### src/rtl/ivtimer.sv
module ivtimer #(
  parameter int DW = 16,
  parameter logic [2*DW-1:0] RESET_PERIOD = 32'd49999,
  parameter bit RUN_CTL = 1'b1
) (
  input  logic          clk,
  input  logic          rst_n,
  input  logic [1:0]    addr,
  input  logic          wr_en,
  input  logic [DW-1:0] wdata,
  output logic [DW-1:0] rdata,
  output logic          irq
);
  localparam int PW = 2 * DW;

  logic [PW-1:0] cnt, per_q, per_nx;
  logic run_q, to_q, ien_q, cont_q;

  wire wr_stat = wr_en && addr == 2'd0;
  wire wr_ctl  = wr_en && addr == 2'd1;
  wire wr_plo  = wr_en && addr == 2'd2;
  wire wr_phi  = wr_en && addr == 2'd3;
  wire go      = wr_ctl && wdata[2];
  wire halt    = RUN_CTL && wr_ctl && wdata[3];
  wire hit     = run_q && cnt == '0;

  assign per_nx = {wr_phi ? wdata : per_q[PW-1:DW], wr_plo ? wdata : per_q[DW-1:0]};
  assign irq = ien_q & to_q;

  always_ff @(posedge clk) begin
    if (!rst_n) begin
      cnt    <= RESET_PERIOD;
      per_q  <= RESET_PERIOD;
      run_q  <= 1'b0;
      to_q   <= 1'b0;
      ien_q  <= 1'b0;
      cont_q <= 1'b0;
    end else begin
      if (wr_plo || wr_phi) begin
        per_q <= per_nx;
        cnt   <= per_nx;
        run_q <= 1'b0;
      end else if (hit) begin
        cnt   <= per_q;
        run_q <= cont_q && !halt;
      end else if (halt) begin
        run_q <= 1'b0;
      end else if (run_q) begin
        cnt <= cnt - 1'b1;
      end else if (go) begin
        run_q <= 1'b1;
      end

      if (hit) to_q <= 1'b1;
      else if (wr_stat) to_q <= 1'b0;

      if (wr_ctl) {cont_q, ien_q} <= wdata[1:0];
    end
  end

  always_comb begin
    rdata = '0;
    unique case (addr)
      2'd0: rdata[1:0] = {run_q, to_q};
      2'd1: rdata[1:0] = {cont_q, ien_q};
      2'd2: rdata = per_q[DW-1:0];
      2'd3: rdata = per_q[PW-1:DW];
    endcase
  end
endmodule

### config.mk
export PLATFORM = sky130hd
export DESIGN_NAME = ivtimer
export DESIGN_NICKNAME = d
export VERILOG_FILES = /design/src/rtl/ivtimer.sv
export SDC_FILE = /design/constraint.sdc
export NUM_CORES = 1
export LEC_CHECK = 0
export ABC_CLOCK_PERIOD_IN_PS = 4200
export BUFFER_PORTS_ARGS = -buffer_cell sky130_fd_sc_hd__buf_2
export CAP_MARGIN = 20
export CORE_MARGIN = 1
export CORE_UTILIZATION = 25
export CTS_BUF_LIST = sky130_fd_sc_hd__clkbuf_4 sky130_fd_sc_hd__clkbuf_8
export DETAILED_ROUTE_END_ITERATION = 10
export GPL_ROUTABILITY_DRIVEN = 0
export PLACE_DENSITY = 0.37
export SLEW_MARGIN = 30
export SYNTH_ARGS = -nofsm -noshare
export SYNTH_HDL_FRONTEND = slang
export SYNTH_SLANG_ARGS = --single-unit
export TNS_END_PERCENT = 10
### constraint.sdc
create_clock -name clk -period 4.2 [get_ports clk]
set_clock_uncertainty 0.2 [all_clocks]
set_input_delay 1.26 -clock clk [delete_from_list [all_inputs] [get_ports clk]]
set_output_delay 1.26 -clock clk [all_outputs]
set_load 0.02 [all_outputs]
# Word-level counts from Yosys, hierarchy flattened
# Cells that the tools add are included.
[totals]
register_bits = 68
in_bits = 21
out_inout_bits = 17
word_cells = 43
[classes]
add_sub_neg = 1
eq_ne = 4
n_mux = 14
bitwise = 2
n_reduce_logical = 16
[op_table]
columns = ["op", "count"]
rows = [
  ["two-way mux 32 bit", 4],
  ["logical NOT 32 bit", 1],
  ["two-way mux 16 bit", 2],
  ["subtractor 32 x 1 -> 32 bit, second input constant", 1],
  ["one-hot mux 14 bit (2 select lines)", 1],
  ["logical AND 1 bit", 8],
  ["one-hot mux 2 bit (4 select lines)", 1],
  ["two-way mux 1 bit", 6],
  ["== test 2 bit, second input constant", 2],
  ["!= test 3 x 1 -> 1 bit, second input constant", 1],
  ["nonzero test 3 bit", 1],
  ["== test 2 x 1 -> 1 bit, second input constant", 1],
  ["logical NOT 2 bit", 1],
  ["AND reduction 2 bit", 1],
  ["nonzero test 2 bit", 1],
  ["OR reduction 2 bit", 1],
  ["bitwise AND 1 bit", 1],
  ["logical NOT 1 bit", 1],
  ["logical OR 1 bit", 1],
  ["inverter 1 bit", 1],
]

# Longest topological paths before layout
[logic_depth]
ltp_word = 7
ltp_mapped = 9
ltp_nobuf = 8

# Worst setup path before layout
# OpenSTA, ideal clock, no wires.
[synth_timing]
path_type = "input-to-output"
from = "in addr[0]"
to = "out rdata[10]"
arrival_ps = 2653
t_required_ps = 2740
setup_slack_ps = 87
cell_stages = 5
n_path_buf = 3
cell_sequence = "clkbuf_1 buf_2 buf_1 mux2i_1 nor2b_1"
[synth_between]
elab_chain_len = 2
elab_cells_between_ends = 3
classes_between = "eq/ne (2); mux (1)"
[synth_lines]
columns = ["element", "line_no", "source"]
rows = [
  ["start, declared", "8", "input logic [1:0] addr,"],
  ["== test 2 bit", "63", "unique case (addr)"],
  ["one-hot mux 14 bit (2 select lines) (*)", "63", ""],
  ["end, declared", "11", "output logic [DW-1:0] rdata,"],
]
# Mark *: on every way between the ends. The rest lies on a longest branch, timed or not.

# Final worst setup path
[layout_timing]
from = "in addr[0]"
to = "out rdata[15]"
# The elaborated chain is that of the path after synthesis.

==> impl_metrics.xml <==
<?xml version="1.0" encoding="UTF-8"?>
<metrics>
  <group name="yosys">
    <metric name="synth_seq_area_share" unit="%">32.2</metric>
    <metric name="synthesis.yosys.warnings" unit="">0</metric>
    <metric name="number_of_distinct_library_cells_after_synthesis" unit="">76</metric>
    <metric name="avgSynthCellArea" unit="um2">8.06</metric>
    <metric name="synth.cell_area" unit="um2">4230</metric>
    <metric name="syn-instance-count" unit="">525</metric>
    <metric name="synth_fp_nets" unit="">547</metric>
    <metric name="synth-main-ff-cell" unit="">sky130_fd_sc_hd__dfxtp_1</metric>
    <metric name="synthArstFlopShare" unit="%">0</metric>
    <metric name="ys_ff_latch" unit="">68</metric>
    <metric name="synth_edf_count" unit="">0</metric>
  </group>
  <group name="clock_network">
    <metric name="cts_buffer_depth" unit="">2</metric>
    <metric name="worst_skew_pair_later_pin_latency" unit="ns">0.36</metric>
    <metric name="post_cts_resized" unit="">0</metric>
    <metric name="clock_tree.htree_level_count" unit="">3</metric>
    <metric name="holdBufCountCts" unit="">0</metric>
    <metric name="numCtsBuffers" unit="">9</metric>
    <metric name="tritoncts" unit="">yes</metric>
    <metric name="clock-sinks" unit="">68</metric>
    <metric name="cts.clk_slew.worst_paths" unit="ns">0.08</metric>
    <metric name="cts_setup_buffers" unit="">0</metric>
    <metric name="clock_tree.root_cell" unit="">sky130_fd_sc_hd__clkbuf_8</metric>
  </group>
  <group name="timing">
    <metric name="period_share" unit="%">90.1</metric>
    <metric name="timing.final.hold_violations" unit="">0</metric>
    <metric name="final_critical_path_setup_slack" unit="ns">0.417</metric>
    <metric name="final.setup.tns" unit="ns">0</metric>
    <metric name="relSlewSlack" unit="%">48.3</metric>
    <metric name="setup_repair_after_global_routing_missed_its_margin" unit="">no</metric>
    <metric name="maxClockFrequency" unit="MHz">264</metric>
    <metric name="tightest_slew" unit="ns">0.775</metric>
    <metric name="final_max_slew_viol_count" unit="">0</metric>
    <metric name="finalWorstPathRequiredPeriod" unit="ns">3.78</metric>
    <metric name="setup-violations-final" unit="">0</metric>
  </group>
  <group name="critical_path">
    <metric name="cpMostUsedCell" unit="">sky130_fd_sc_hd__buf_2</metric>
    <metric name="worstSetupEndpointType" unit="">primary output</metric>
    <metric name="timing.critical_path.cells" unit="">buf_2 -&gt; buf_12 -&gt; mux2i_1 -&gt; nor2b_1 -&gt; buf_2</metric>
    <metric name="worst-path-buf-inv" unit="">3</metric>
    <metric name="worst-endpoint-arrival" unit="ns">2.32</metric>
    <metric name="critical_path.reg2reg.startpoint" unit="">cnt[0]</metric>
    <metric name="critPathLaunch" unit="">addr[0]</metric>
    <metric name="critical-path-slowest-cell" unit="">sky130_fd_sc_hd__buf_2</metric>
    <metric name="worst-path-max-fanout" unit="">16</metric>
    <metric name="cp-start-kind" unit="">primary input</metric>
    <metric name="cp_top_family" unit="">buffers and inverters</metric>
    <metric name="cp.required" unit="ns">2.74</metric>
    <metric name="worst-setup-path-type" unit="">in2out</metric>
    <metric name="critical_path.max_stage_delay" unit="ns">0.41</metric>
  </group>
  <group name="grt">
    <metric name="grt_first_pass_wirelength" unit="um">25200</metric>
    <metric name="grtUsageTotal" unit="%">19.3</metric>
    <metric name="grt_overflow" unit="">0</metric>
    <metric name="initial_antenna_violation_count" unit="">0</metric>
    <metric name="grt_pass1_vias" unit="">4001</metric>
    <metric name="largest_net_degree_at_the_start_of_global_routing" unit="">26</metric>
  </group>
  <group name="cells_and_area">
    <metric name="stdcell_count" unit="">778</metric>
    <metric name="design.final.nets" unit="">575</metric>
    <metric name="final_cell_mix" unit="">sky130_fd_sc_hd__nand2_1, sky130_fd_sc_hd__dfxtp_1, sky130_fd_sc_hd__a21oi_1, sky130_fd_sc_hd__nor2_1, sky130_fd_sc_hd__buf_2</metric>
    <metric name="antenna_cells_inserted" unit="">0</metric>
    <metric name="drive_gt1_share" unit="%">18.3</metric>
    <metric name="syn_to_final_growth" unit="%">14.0</metric>
    <metric name="layout_commonest_cell" unit="">sky130_fd_sc_hd__nand2_1</metric>
    <metric name="fillerInstances" unit="">1872</metric>
    <metric name="post-route-util" unit="%">29.1</metric>
  </group>
  <group name="die">
    <metric name="ioPinCount" unit="">38</metric>
    <metric name="coreArea" unit="um2">16600</metric>
    <metric name="chipHeight" unit="um">132</metric>
    <metric name="chipWidth" unit="um">132</metric>
    <metric name="floorplan.die_area" unit="um2">17500</metric>
    <metric name="start_util" unit="%">25.5</metric>
    <metric name="row_count" unit="">47</metric>
  </group>
  <group name="routing">
    <metric name="routed_wirelength" unit="um">16400</metric>
    <metric name="dr_total_vias" unit="">4130</metric>
    <metric name="avgRoutedWirePerCell" unit="um">21.0</metric>
    <metric name="routed_via_density" unit="">5.31</metric>
    <metric name="drt_first_pass_iters" unit="">5</metric>
    <metric name="number_of_remaining_drc_errors" unit="">0</metric>
    <metric name="route.antenna.remaining_nets" unit="">0</metric>
    <metric name="drt-initial-drc-count" unit="">305</metric>
  </group>
  <group name="pwr">
    <metric name="irDropWorstVdd" unit="V">0.000164</metric>
    <metric name="power_density_over_the_cells" unit="nW/um2">335</metric>
    <metric name="static-leakage-power" unit="nW">1.74</metric>
  </group>
  <group name="min_path">
    <metric name="worstHoldStart" unit="">to_q</metric>
    <metric name="holdCritPathClass" unit="">reg2reg</metric>
  </group>
  <group name="placement">
    <metric name="placement.io_buffers" unit="">37</metric>
    <metric name="place.detailed.instances" unit="">762</metric>
    <metric name="dp_hpwl" unit="um">12000</metric>
    <metric name="post_place_setup_slack" unit="ns">0.400</metric>
  </group>
  <group name="flow_run">
    <metric name="maxCapViolCount" unit="">0</metric>
  </group>
  <group name="run_status">
    <metric name="outcome" unit="">completed</metric>
  </group>
</metrics>
==> synth_stat cells (3+ instances only) <==
master,instances,area [um2]
sky130_fd_sc_hd__nor4_1,11,68.8
sky130_fd_sc_hd__mux2i_1,28,280
sky130_fd_sc_hd__a211oi_1,3,22.5
sky130_fd_sc_hd__a41oi_1,3,26.3
sky130_fd_sc_hd__o22ai_1,8,50.1
sky130_fd_sc_hd__nand3_1,14,70.1
sky130_fd_sc_hd__nand4_1,4,25.0
sky130_fd_sc_hd__buf_6,6,67.6
sky130_fd_sc_hd__or3_1,5,31.3
sky130_fd_sc_hd__o211ai_1,4,30.0
sky130_fd_sc_hd__and2_1,4,25.0
sky130_fd_sc_hd__o221ai_1,5,43.8
sky130_fd_sc_hd__a21oi_1,46,230
sky130_fd_sc_hd__o21ai_1,6,30.0
sky130_fd_sc_hd__nor2b_1,15,93.8
sky130_fd_sc_hd__buf_1,5,18.8
sky130_fd_sc_hd__xnor2_1,12,105
sky130_fd_sc_hd__or4_1,4,30.0
sky130_fd_sc_hd__o31ai_1,7,52.6
sky130_fd_sc_hd__o21ai_0,18,90.1
sky130_fd_sc_hd__nor3_1,22,110
sky130_fd_sc_hd__buf_2,3,15.0
sky130_fd_sc_hd__nand2_1,85,319
sky130_fd_sc_hd__inv_1,4,15.0
sky130_fd_sc_hd__xor2_1,9,78.8
sky130_fd_sc_hd__clkbuf_8,4,55.1
sky130_fd_sc_hd__clkbuf_1,17,63.8
sky130_fd_sc_hd__nor2_1,41,154
sky130_fd_sc_hd__dfxtp_1,68,1360
==> logic make-up (layout without fill, tap and decap cells) <==
group           after synthesis  after routing  share of synthesized area [%]
xor+xnor                     21             21                           4.35
compound gates              131            131                           20.5
flops                        68             68                           32.2
simple gates                230            230                           28.3
buf+inv                      42             75                           6.12
fa+ha+maj                     1              1                          0.296
mux                          32             32                           8.22
==> area by class of cell <==
class	count	area, um2	share of cell area [%]
sequential	68	1360	28.2
timing repair buffer	54	325	6.75
clock inverter	5	85.1	1.76
clock buffer	11	145	3.01
multi-input combinational	415	2610	54.2
tap	220	275	5.71
inverter	5	18.8	0.389
==> stage by stage <==
step	power [W]	cell area [um2]	hold slack, ns
6_report	0.00162	4820	0.286
3_3_place_gp	0.000987	4590	0.267
5_1_grt	0.00169	4820	0.311
4_1_cts	0.00164	4820	0.289
2_1_floorplan	0.000895	4230	0.233
3_5_place_dp	0.000985	4590	0.276
==> where the power goes <==
group / total, W / internal (W) / switching [W]
registers: 0.000718 / 0.000674 / 0.0000437
logic: 0.000254 / 0.0000952 / 0.000158
clock network: 0.000645 / 0.000359 / 0.000286
total: 0.00162 / 0.00113 / 0.000488
==> worst reg2reg max path: stages (launching register included) <==
cell and delay [ns]:
sky130_fd_sc_hd__dfxtp_1 0.35, sky130_fd_sc_hd__inv_1 0.11, sky130_fd_sc_hd__ha_1 0.25, sky130_fd_sc_hd__nor4b_4 0.32, sky130_fd_sc_hd__nand3_2 0.26, sky130_fd_sc_hd__or4_4 0.74
sky130_fd_sc_hd__nand3_2 0.37, sky130_fd_sc_hd__o21ai_0 0.20, sky130_fd_sc_hd__o221a_1 0.24
==> path summary, 6_finish.rpt <==
path | endpoint | slack (ns) | cells past startpoint
max | rdata[15] | 0.42 | 5
min | to_q | 0.29 | 2
max reg2reg | cnt[16] | 1.05 | 8
min reg2reg | to_q | 0.29 | 2
==> layer usage <==
metal	global-route usage, %	routed length, um	share of wire, %	vias up
li1	-	-	-	1970
met1	26.6	7760	47	2000
met2	29.7	7350	45	133
met3	2.61	828	5.1	27
met4	8.72	422	2.6	0
met5	0	0	0	-
==> sequential cells by signal (all words and copies together), names as in the netlist <==
register,flops
cont_q,1
cnt,32
per_q,32
to_q,1
run_q,1
ien_q,1
Power figures use the tool's default switching activity.
